`config.mk`:
```
export PLATFORM = sky130hd
export DESIGN_NAME = dig_edge_capture
export DESIGN_NICKNAME = d
export VERILOG_FILES = /design/src/rtl/dec_pkg.sv /design/src/rtl/dec_sync.sv /design/src/rtl/dec_edge_detect.sv /design/src/rtl/dec_latch_ctrl.sv /design/src/rtl/dig_edge_capture.sv
export SDC_FILE = /design/constraint.sdc
export NUM_CORES = 1
export LEC_CHECK = 0
export BUFFER_PORTS_ARGS = -buffer_cell sky130_fd_sc_hd__buf_2
export CAP_MARGIN = 20
export CORE_MARGIN = 2
export CORE_UTILIZATION = 45
export DETAILED_ROUTE_END_ITERATION = 10
export PLACE_DENSITY = 0.72
export SETUP_SLACK_MARGIN = 0.05
export SLEW_MARGIN = 20
export SYNTH_ARGS = -nofsm -noshare
export SYNTH_HDL_FRONTEND = slang
export SYNTH_SLANG_ARGS = --single-unit
```
`constraint.sdc`:
```
create_clock -name clk -period 3.3 [get_ports clk]
set_clock_uncertainty 0.05 [all_clocks]
set_input_delay 0 -clock clk [delete_from_list [all_inputs] [get_ports clk]]
set_output_delay 0 -clock clk [all_outputs]
set_load 0.02 [all_outputs]
```
`src/rtl/dec_pkg.sv`:
```
package dec_pkg;

    typedef enum logic [1:0] {
        POL_OFF  = 2'b00,
        POL_RISE = 2'b01,
        POL_FALL = 2'b10,
        POL_BOTH = 2'b11
    } pol_mode_e;

    function automatic logic pol_hit(input pol_mode_e mode,
                                     input logic rise_ev,
                                     input logic fall_ev);
        logic h;
        unique case (mode)
            POL_RISE: h = rise_ev;
            POL_FALL: h = fall_ev;
            POL_BOTH: h = rise_ev | fall_ev;
            default:  h = 1'b0;
        endcase
        return h;
    endfunction

endpackage

```
`src/rtl/dec_sync.sv`:
```
module dec_sync #(
    parameter int WIDTH  = 16,
    parameter int STAGES = 2
) (
    input  logic             clk,
    input  logic             rst_n,
    input  logic [WIDTH-1:0] async_in,
    output logic [WIDTH-1:0] sync_out
);
    typedef struct packed {
        logic [STAGES-1:0][WIDTH-1:0] chain;
    } sync_state_t;

    sync_state_t st_d, st_q;

    always_comb begin
        st_d = st_q;
        st_d.chain[0] = async_in;
        for (int k = 1; k < STAGES; k++) begin
            st_d.chain[k] = st_q.chain[k-1];
        end
    end

    always_ff @(posedge clk or negedge rst_n) begin
        if (!rst_n) begin
            st_q <= '0;
        end else begin
            st_q <= st_d;
        end
    end

    assign sync_out = st_q.chain[STAGES-1];

    // each stage carries the previous stage's value one cycle later
    assert_sync_shift_R1: assert property (@(posedge clk) disable iff (!rst_n)
        1'b1 |=> (st_q.chain[STAGES-1] == $past(st_q.chain[STAGES-2])));

endmodule

```
`src/rtl/dec_edge_detect.sv`:
```
module dec_edge_detect #(
    parameter int LINES = 8
) (
    input  logic             clk,
    input  logic             rst_n,
    input  logic [LINES-1:0] level_in,
    output logic [LINES-1:0] rise_ev,
    output logic [LINES-1:0] fall_ev
);
    typedef struct packed {
        logic [LINES-1:0] prev;
    } edge_state_t;

    edge_state_t st_d, st_q;

    always_comb begin
        st_d      = st_q;
        st_d.prev = level_in;
    end

    always_ff @(posedge clk or negedge rst_n) begin
        if (!rst_n) begin
            st_q <= '0;
        end else begin
            st_q <= st_d;
        end
    end

    for (genvar i = 0; i < LINES; i++) begin : g_line
        always_comb begin
            rise_ev[i] = level_in[i] & ~st_q.prev[i];
            fall_ev[i] = ~level_in[i] & st_q.prev[i];
        end
    end

endmodule

```
`src/rtl/dec_latch_ctrl.sv`:
```
module dec_latch_ctrl
    import dec_pkg::*;
#(
    parameter int LINES = 8
) (
    input  logic               clk,
    input  logic               rst_n,
    input  logic [LINES-1:0]   rise_ev,
    input  logic [LINES-1:0]   fall_ev,
    input  logic               cfg_we,
    input  logic [2*LINES-1:0] cfg_wdata,
    input  logic               clr_we,
    input  logic [LINES-1:0]   clr_mask,
    output logic [2*LINES-1:0] cfg_value,
    output logic [LINES-1:0]   latch_value,
    output logic               irq
);
    typedef struct packed {
        logic [LINES-1:0] en_rise;
        logic [LINES-1:0] en_fall;
        logic [LINES-1:0] captured;
        logic             armed;
        logic             irq;
    } ctrl_state_t;

    ctrl_state_t st_d, st_q;

    logic [LINES-1:0] raw_hit;
    logic [LINES-1:0] clr_eff;
    logic [LINES-1:0] new_hit;
    logic             fire;

    for (genvar i = 0; i < LINES; i++) begin : g_hit
        pol_mode_e mode_i;
        always_comb begin
            mode_i     = pol_mode_e'({st_q.en_fall[i], st_q.en_rise[i]});
            raw_hit[i] = pol_hit(mode_i, rise_ev[i], fall_ev[i]);
        end
    end

    always_comb begin
        st_d    = st_q;
        clr_eff = clr_we ? clr_mask : '0;
        new_hit = raw_hit & (~st_q.captured | clr_eff);
        fire    = (|new_hit) & (st_q.armed | clr_we);

        st_d.captured = (st_q.captured & ~clr_eff) | new_hit;

        if (fire) begin
            st_d.armed = 1'b0;
        end else if (clr_we) begin
            st_d.armed = 1'b1;
        end

        st_d.irq = fire;

        if (cfg_we) begin
            st_d.en_rise = cfg_wdata[LINES-1:0];
            st_d.en_fall = cfg_wdata[2*LINES-1:LINES];
        end
    end

    always_ff @(posedge clk or negedge rst_n) begin
        if (!rst_n) begin
            st_q       <= '0;
            st_q.armed <= 1'b1;
        end else begin
            st_q <= st_d;
        end
    end

    assign cfg_value   = {st_q.en_fall, st_q.en_rise};
    assign latch_value = st_q.captured;
    assign irq         = st_q.irq;

    // a set capture bit survives unless its clear was strobed
    assert_capture_sticky_R4: assert property (@(posedge clk) disable iff (!rst_n)
        1'b1 |=> ((($past(st_q.captured) & ~$past(clr_eff)) & ~st_q.captured) == '0));

    // a newly set capture bit needs one of its polarities enabled
    assert_capture_needs_cfg_R3: assert property (@(posedge clk) disable iff (!rst_n)
        1'b1 |=> (((st_q.captured & ~$past(st_q.captured))
                   & ~($past(st_q.en_rise) | $past(st_q.en_fall))) == '0));

    // the interrupt pulse always comes with a set capture bit
    assert_irq_has_capture_R5: assert property (@(posedge clk) disable iff (!rst_n)
        st_q.irq |-> (|st_q.captured));

    // without a clear strobe the pulse cannot repeat in the next cycle
    assert_irq_single_R6: assert property (@(posedge clk) disable iff (!rst_n)
        (st_q.irq && !clr_we) |=> !st_q.irq);

endmodule

```
`src/rtl/dig_edge_capture.sv`:
```
module dig_edge_capture #(
    parameter int WIDTH       = 16,
    parameter int EDGE_LINES  = 8,
    parameter int SYNC_STAGES = 2
) (
    input  logic                    clk,
    input  logic                    rst_n,
    input  logic [WIDTH-1:0]        pin_in,
    input  logic                    cfg_we,
    input  logic [2*EDGE_LINES-1:0] cfg_wdata,
    input  logic                    clr_we,
    input  logic [EDGE_LINES-1:0]   clr_mask,
    output logic [WIDTH-1:0]        port_value,
    output logic [2*EDGE_LINES-1:0] cfg_value,
    output logic [EDGE_LINES-1:0]   latch_value,
    output logic                    irq
);
    logic [WIDTH-1:0]      sync_word;
    logic [EDGE_LINES-1:0] rise_ev;
    logic [EDGE_LINES-1:0] fall_ev;

    dec_sync #(.WIDTH(WIDTH), .STAGES(SYNC_STAGES)) u_sync (
        .clk      (clk),
        .rst_n    (rst_n),
        .async_in (pin_in),
        .sync_out (sync_word)
    );

    dec_edge_detect #(.LINES(EDGE_LINES)) u_edge (
        .clk      (clk),
        .rst_n    (rst_n),
        .level_in (sync_word[EDGE_LINES-1:0]),
        .rise_ev  (rise_ev),
        .fall_ev  (fall_ev)
    );

    dec_latch_ctrl #(.LINES(EDGE_LINES)) u_ctrl (
        .clk         (clk),
        .rst_n       (rst_n),
        .rise_ev     (rise_ev),
        .fall_ev     (fall_ev),
        .cfg_we      (cfg_we),
        .cfg_wdata   (cfg_wdata),
        .clr_we      (clr_we),
        .clr_mask    (clr_mask),
        .cfg_value   (cfg_value),
        .latch_value (latch_value),
        .irq         (irq)
    );

    assign port_value = sync_word;

endmodule

```
# Word level (Yosys, flattened, before mapping)
# Index checks and enable logic that the tools add are counted.
[totals] ff_bits=66 inputBits=44 out_inout_bits=41 elab_cells=93
[op_classes] n_eq_ne=24 muxes=11 n_bitwise=48 n_reduce_logical=2
[ops] op="== test 2 bit, second input constant" count=16
[ops] op="one-hot mux 1 bit (3 select lines)" count=8
[ops] op="bitwise AND 1 bit" count=17
[ops] op="bitwise AND 8 bit" count=2
[ops] op="== test 2 x 1 -> 1 bit, second input constant" count=8
[ops] op="inverter 1 bit" count=16
[ops] op="inverter 8 bit" count=2
[ops] op="bitwise OR 8 bit" count=2
[ops] op="bitwise OR 1 bit" count=9
[ops] op="2-to-1 mux 8 bit" count=1
[ops] op="OR reduction 8 bit" count=1
[ops] op="2-to-1 mux 1 bit" count=2
[ops] op="nonzero test 2 bit" count=1

# Depth between registers and ports, before layout
[logic_depth] depth_word=8 depth_mapped=6

# Modules after synthesis
# A second synthesis with hierarchy kept.
[unflattened] hier_cells=156 area_unflattened_um2=2402.3
[modules_own_cells] mod="dec_latch_ctrl" instances=1 cells_each=100 area_each_um2=1261.2 seq_area_each_um2=651.9
[modules_own_cells] mod="dec_sync" instances=1 cells_each=32 area_each_um2=800.8 seq_area_each_um2=800.8
[modules_own_cells] mod="dec_edge_detect" instances=1 cells_each=24 area_each_um2=340.3 seq_area_each_um2=200.2

# Least setup slack after synthesis
# Ideal clock, no wire load.
[synth_path] path_type="register to register" from="register u_sync.st_q (netlist bit u_sync.sync_out[5])" to="register u_ctrl.st_q[1] in the netlist's numbering" setup_time_ns=0.078 t_arrival_ns=1.503 t_required_ns=3.172 path_slack_ns=1.669 path_stages_with_launch=7 n_path_buf=0 cell_sequence="dfrtp_1 -> inv_1 -> ha_1 -> nand2b_1 -> a311oi_1 -> nor4_2 -> and3b_1"
[synth_between] elab_chain_len=8 elab_cells_between_ends=10 classes_between="mux: 2; bitwise: 6; reduce/logical: 2"
[synth_rtl] element="from (decl)" line_no="dec_sync.sv:14" text="sync_state_t st_d, st_q;"
[synth_rtl] element="from (signal assigned)" line_no="dec_sync.sv:28" text="st_q <= st_d;"
[synth_rtl] element="inverter 1 bit" line_no="dec_edge_detect.sv:32" text="fall_ev[i] = ~level_in[i] & st_q.prev[i];"
[synth_rtl] element="bitwise AND 1 bit" line_no="dec_edge_detect.sv:32"
[synth_rtl] element="bitwise OR 1 bit" line_no="dec_pkg.sv:17" text="POL_BOTH: h = rise_ev | fall_ev;"
[synth_rtl] element="one-hot mux 1 bit (3 select lines) (*)" line_no="dec_pkg.sv:14" text="unique case (mode)"
[synth_rtl] element="bitwise AND 8 bit (*)" line_no="dec_latch_ctrl.sv:44" text="new_hit = raw_hit & (~st_q.captured | clr_eff);"
[synth_rtl] element="OR reduction 8 bit (*)" line_no="dec_latch_ctrl.sv:45" text="fire = (|new_hit) & (st_q.armed | clr_we);"
[synth_rtl] element="bitwise AND 1 bit (*)" line_no="dec_latch_ctrl.sv:45"
[synth_rtl] element="2-to-1 mux 1 bit / nonzero test 2 bit (equally long branches)"
[synth_rtl] element="to (signal assigned)" line_no="dec_latch_ctrl.sv:68" text="st_q <= st_d;"
[synth_rtl] element="to (decl)" line_no="dec_latch_ctrl.sv:26" text="ctrl_state_t st_d, st_q;"
# Mark *: on every way between the ends. The rest lies on a longest branch, timed or not.
# A chain may end at the register's enable or synchronous reset.

# Worst setup path after layout
[layout_path] from="register u_sync.st_q (netlist bit u_sync.sync_out[3])" to="register u_ctrl.st_q[1] in the netlist's numbering"
# The elaborated chain is that of the path after synthesis.

==> flow_summary.toml <==
[layout]
stdcell_area_um2 = 3635
fin_cells = 400
nNetsFinal = 380
syn_to_final_growth_pct = 33.56
diodes = 0
layout_commonest_cell = "buf_2"
most-common-layout-cells = "buf_2 (83), dfrtp_1 (65), dlygate4sd3_1 (33)"
drive_gt1_frac = 0.3508
fin_util = 0.6176

[worst_setup_path]
rr_endpoint = "u_ctrl.st_q[1]$_DFFE_PN1P_"
cp.required_ns = 3.51
max_stage_delay_ns = 0.39
crit_end = "u_ctrl.st_q[1]$_DFFE_PN1P_"
path_cells = "inv_1 -> ha_1 -> nand2b_1 -> a311oi_1 -> nor4_2 -> and3b_1"
cpMaxStageDelayCell = "dfrtp_1"
crit_arrival_ns = 1.90
cp-start-kind = "flip-flop"
crit_cells = 6
reg2reg_from = "u_sync.sync_out[3]$_DFF_PN0_"
reg2reg_depth = 6
end_kind = "flip-flop"
path_max_fanout = 4
cp-startpoint = "u_sync.sync_out[3]$_DFF_PN0_"
cp_num_buf_inv = 1
critical_path_class = "flip-flop to flip-flop"
crit_family = "simple AND/OR/NAND/NOR gates"
timing.reg2reg.setup_slack_ns = 1.60

[route]
ant_nets = 0
vias = 1852
first_pass_iters = 4
viasPerCell = 4.630
wirelength_mm = 5.093
drt_iter0_drc = 83
drc_errors = 0
avgRoutedWirePerCell_um = 12.73

[yosys]
postSynthAreaPerCell_um2 = 12.48
synth_ff_type = "dfrtp_1"
yosysUniqueCellTypes = 23
syn_inst = 218
ys_seq_elements = 66
synthArstFlopShare = 1.000
syn_nets = 278
synth.yosys.seq_area_share = 0.6074
synth-edff-count = 0
syn_area_um2 = 2721
synth_warnings = 0

[die]
core.rowCount = 28
start_util = 0.4624
io_pins = 85
die_h_um = 81.77
coreArea_um2 = 5886
die_x_um = 81.77
die_area_um2 = 6686

[global_routing]
grt_pass1_wl_mm = 8.093
grt_pass1_vias = 1807
antenna_found_initial = 0
grt-ovfl-total = 0
grt_max_degree = 44
grtUsageTotal = 0.1669

[run_status]
run_status = "completed"

[clock_network]
cts_tree = "yes"
hold_buffers = 33
cts-buffers-inserted = 9
cts_root_buf = "clkbuf_8"
cts_max_level = 3
cts.path.max_buffers = 2
clkTransAtPathRegs_ns = 0.07
cts_setup_buffers = 0
cts-resized-gates = 0
clock-sinks = 66
clk_latency_ns = 0.33

[hold_path]
worstHoldPathType = "input port to flip-flop"
whs_path_depth = 3

[timing]
finalHoldViolCount = 0
slew_headroom = 0.6266
slew_violations = 0
period_share = 0.5143
setup_violations = 0
fmax_mhz = 589.2
post-route-min-period_ns = 1.697
fin_ws_ns = 1.603
tns_ns = 0
grt_setup_unrepaired = "false"
max_slew.worst_pin.slew_ns = 0.5602

[power_and_ir_drop]
power_frac_seq = 0.447
combPwrFrac = 0.150
netSwitchingPower_uw = 519.1
irDropWorstVdd_mv = 0.3191
netSwitchingFraction = 0.2520
p_clk_frac = 0.403
power_leakage_nw = 1.784
p_int_mw = 1.541
power_density_nw_per_um2 = 566.8

[placed_design]
placed_area_um2 = 3050
place_congestion = 0.6799
hpwlAfterDp_mm = 3.319
portBuffers = 84
post-place-cells = 351
dp_slack_ns = 1.618

[flow_run]
drv_cap = 0
## power by group through the flow
stage | Sequential [mW] | Clock (mW) | Combinational (mW)
3_5_place_dp | 0.937 | 0 | 0.283
3_3_place_gp | 0.933 | 0 | 0.277
2_1_floorplan | 0.942 | 0 | 0.207
5_1_grt | 0.930 | 0.893 | 0.347
6_report | 0.921 | 0.830 | 0.309
4_1_cts | 0.921 | 0.850 | 0.314
## state kept, by name, summed over array words and instances, names as in the netlist
name and count:
u_ctrl.irq 1, u_edge.st_q 8, u_ctrl.st_q 1, u_sync.sync_out 16, u_sync.st_d 16, u_ctrl.latch_value 8, u_ctrl.cfg_value 16
## stage by stage
| step | hold WS, ns | total power [mW] |
|---|---|---|
| finish | 0.01595 | 2.060 |
| CTS | 0.009358 | 2.085 |
| global placement | 0.05718 | 1.210 |
| global route | 0.01557 | 2.170 |
| detailed placement | 0.05931 | 1.220 |
| floorplan | -0.3456 | 1.149 |
## cells in the mapped netlist (2+ instances only)
master    instances  area [µm²]
or2_2             3       18.77
nand2b_1         16       100.1
a21boi_0          2       15.01
mux2_1            3       33.78
or2_1             5       31.28
ha_1             16       200.2
dfrtp_1          65        1627
a21boi_1          6       45.04
nand2_1           8       30.03
a21oi_1           9       45.04
nor4_2            2       25.02
mux2_2            5       56.30
a311oi_2          2       30.03
inv_1            24       90.09
buf_4            24       180.2
a311oi_1          6       52.55
clkbuf_1          2       7.510
o21ai_0           8       40.04
a31oi_1           8       50.05
## worst min path at each step
| stage | startpoint | end | slack (ns) |
|---|---|---|---|
| finish | clr_mask[3] | u_ctrl.latch_value[3]$_DFF_PN0_ | 0.02 |
| global route | clr_mask[3] | u_ctrl.latch_value[3]$_DFF_PN0_ | 0.02 |
| CTS | clr_mask[3] | u_ctrl.latch_value[3]$_DFF_PN0_ | 0.009 |
| detailed placement | pin_in[14] | u_sync.st_d[30]$_DFF_PN0_ | 0.06 |
| global placement | pin_in[14] | u_sync.st_d[30]$_DFF_PN0_ | 0.06 |
| floorplan | rst_n | u_ctrl.cfg_value[0]$_DFFE_PN0P_ | -0.35 |
## cell families after synthesis
family,count (synthesis),share of synthesized area
AOI/OAI and AO/OA,41,0.1021
adders and majority gates,16,0.07356
muxes,8,0.03310
DFF,66,0.6074
buffers and inverters,51,0.1039
and+or+nand+nor,36,0.08000
## worst min-delay path: stages
cell and delay [ns]:
buf_2 0.08, a21boi_1 0.06, or2_1 0.22
## area by class of cell
type,instances,area (µm²)
multi-input cells,101,785.8
repair buffers,118,760.7
flip-flops and latches,66,1653
clock buffers,10,137.6
well taps,75,93.84
clock inverters,6,113.9
fillers,495,2251
inverters,24,90.09
## metal layers
layer | share of wire | GRT usage | vias to the layer above
met5 | 0 | 0 | -
met4 | 0.010 | 0.07000 | 0
met3 | 0.062 | 0.04945 | 6
met2 | 0.50 | 0.2870 | 58
met1 | 0.42 | 0.1941 | 880
li1 | - | - | 908
Note: power is estimated with default switching activity, not from simulation.
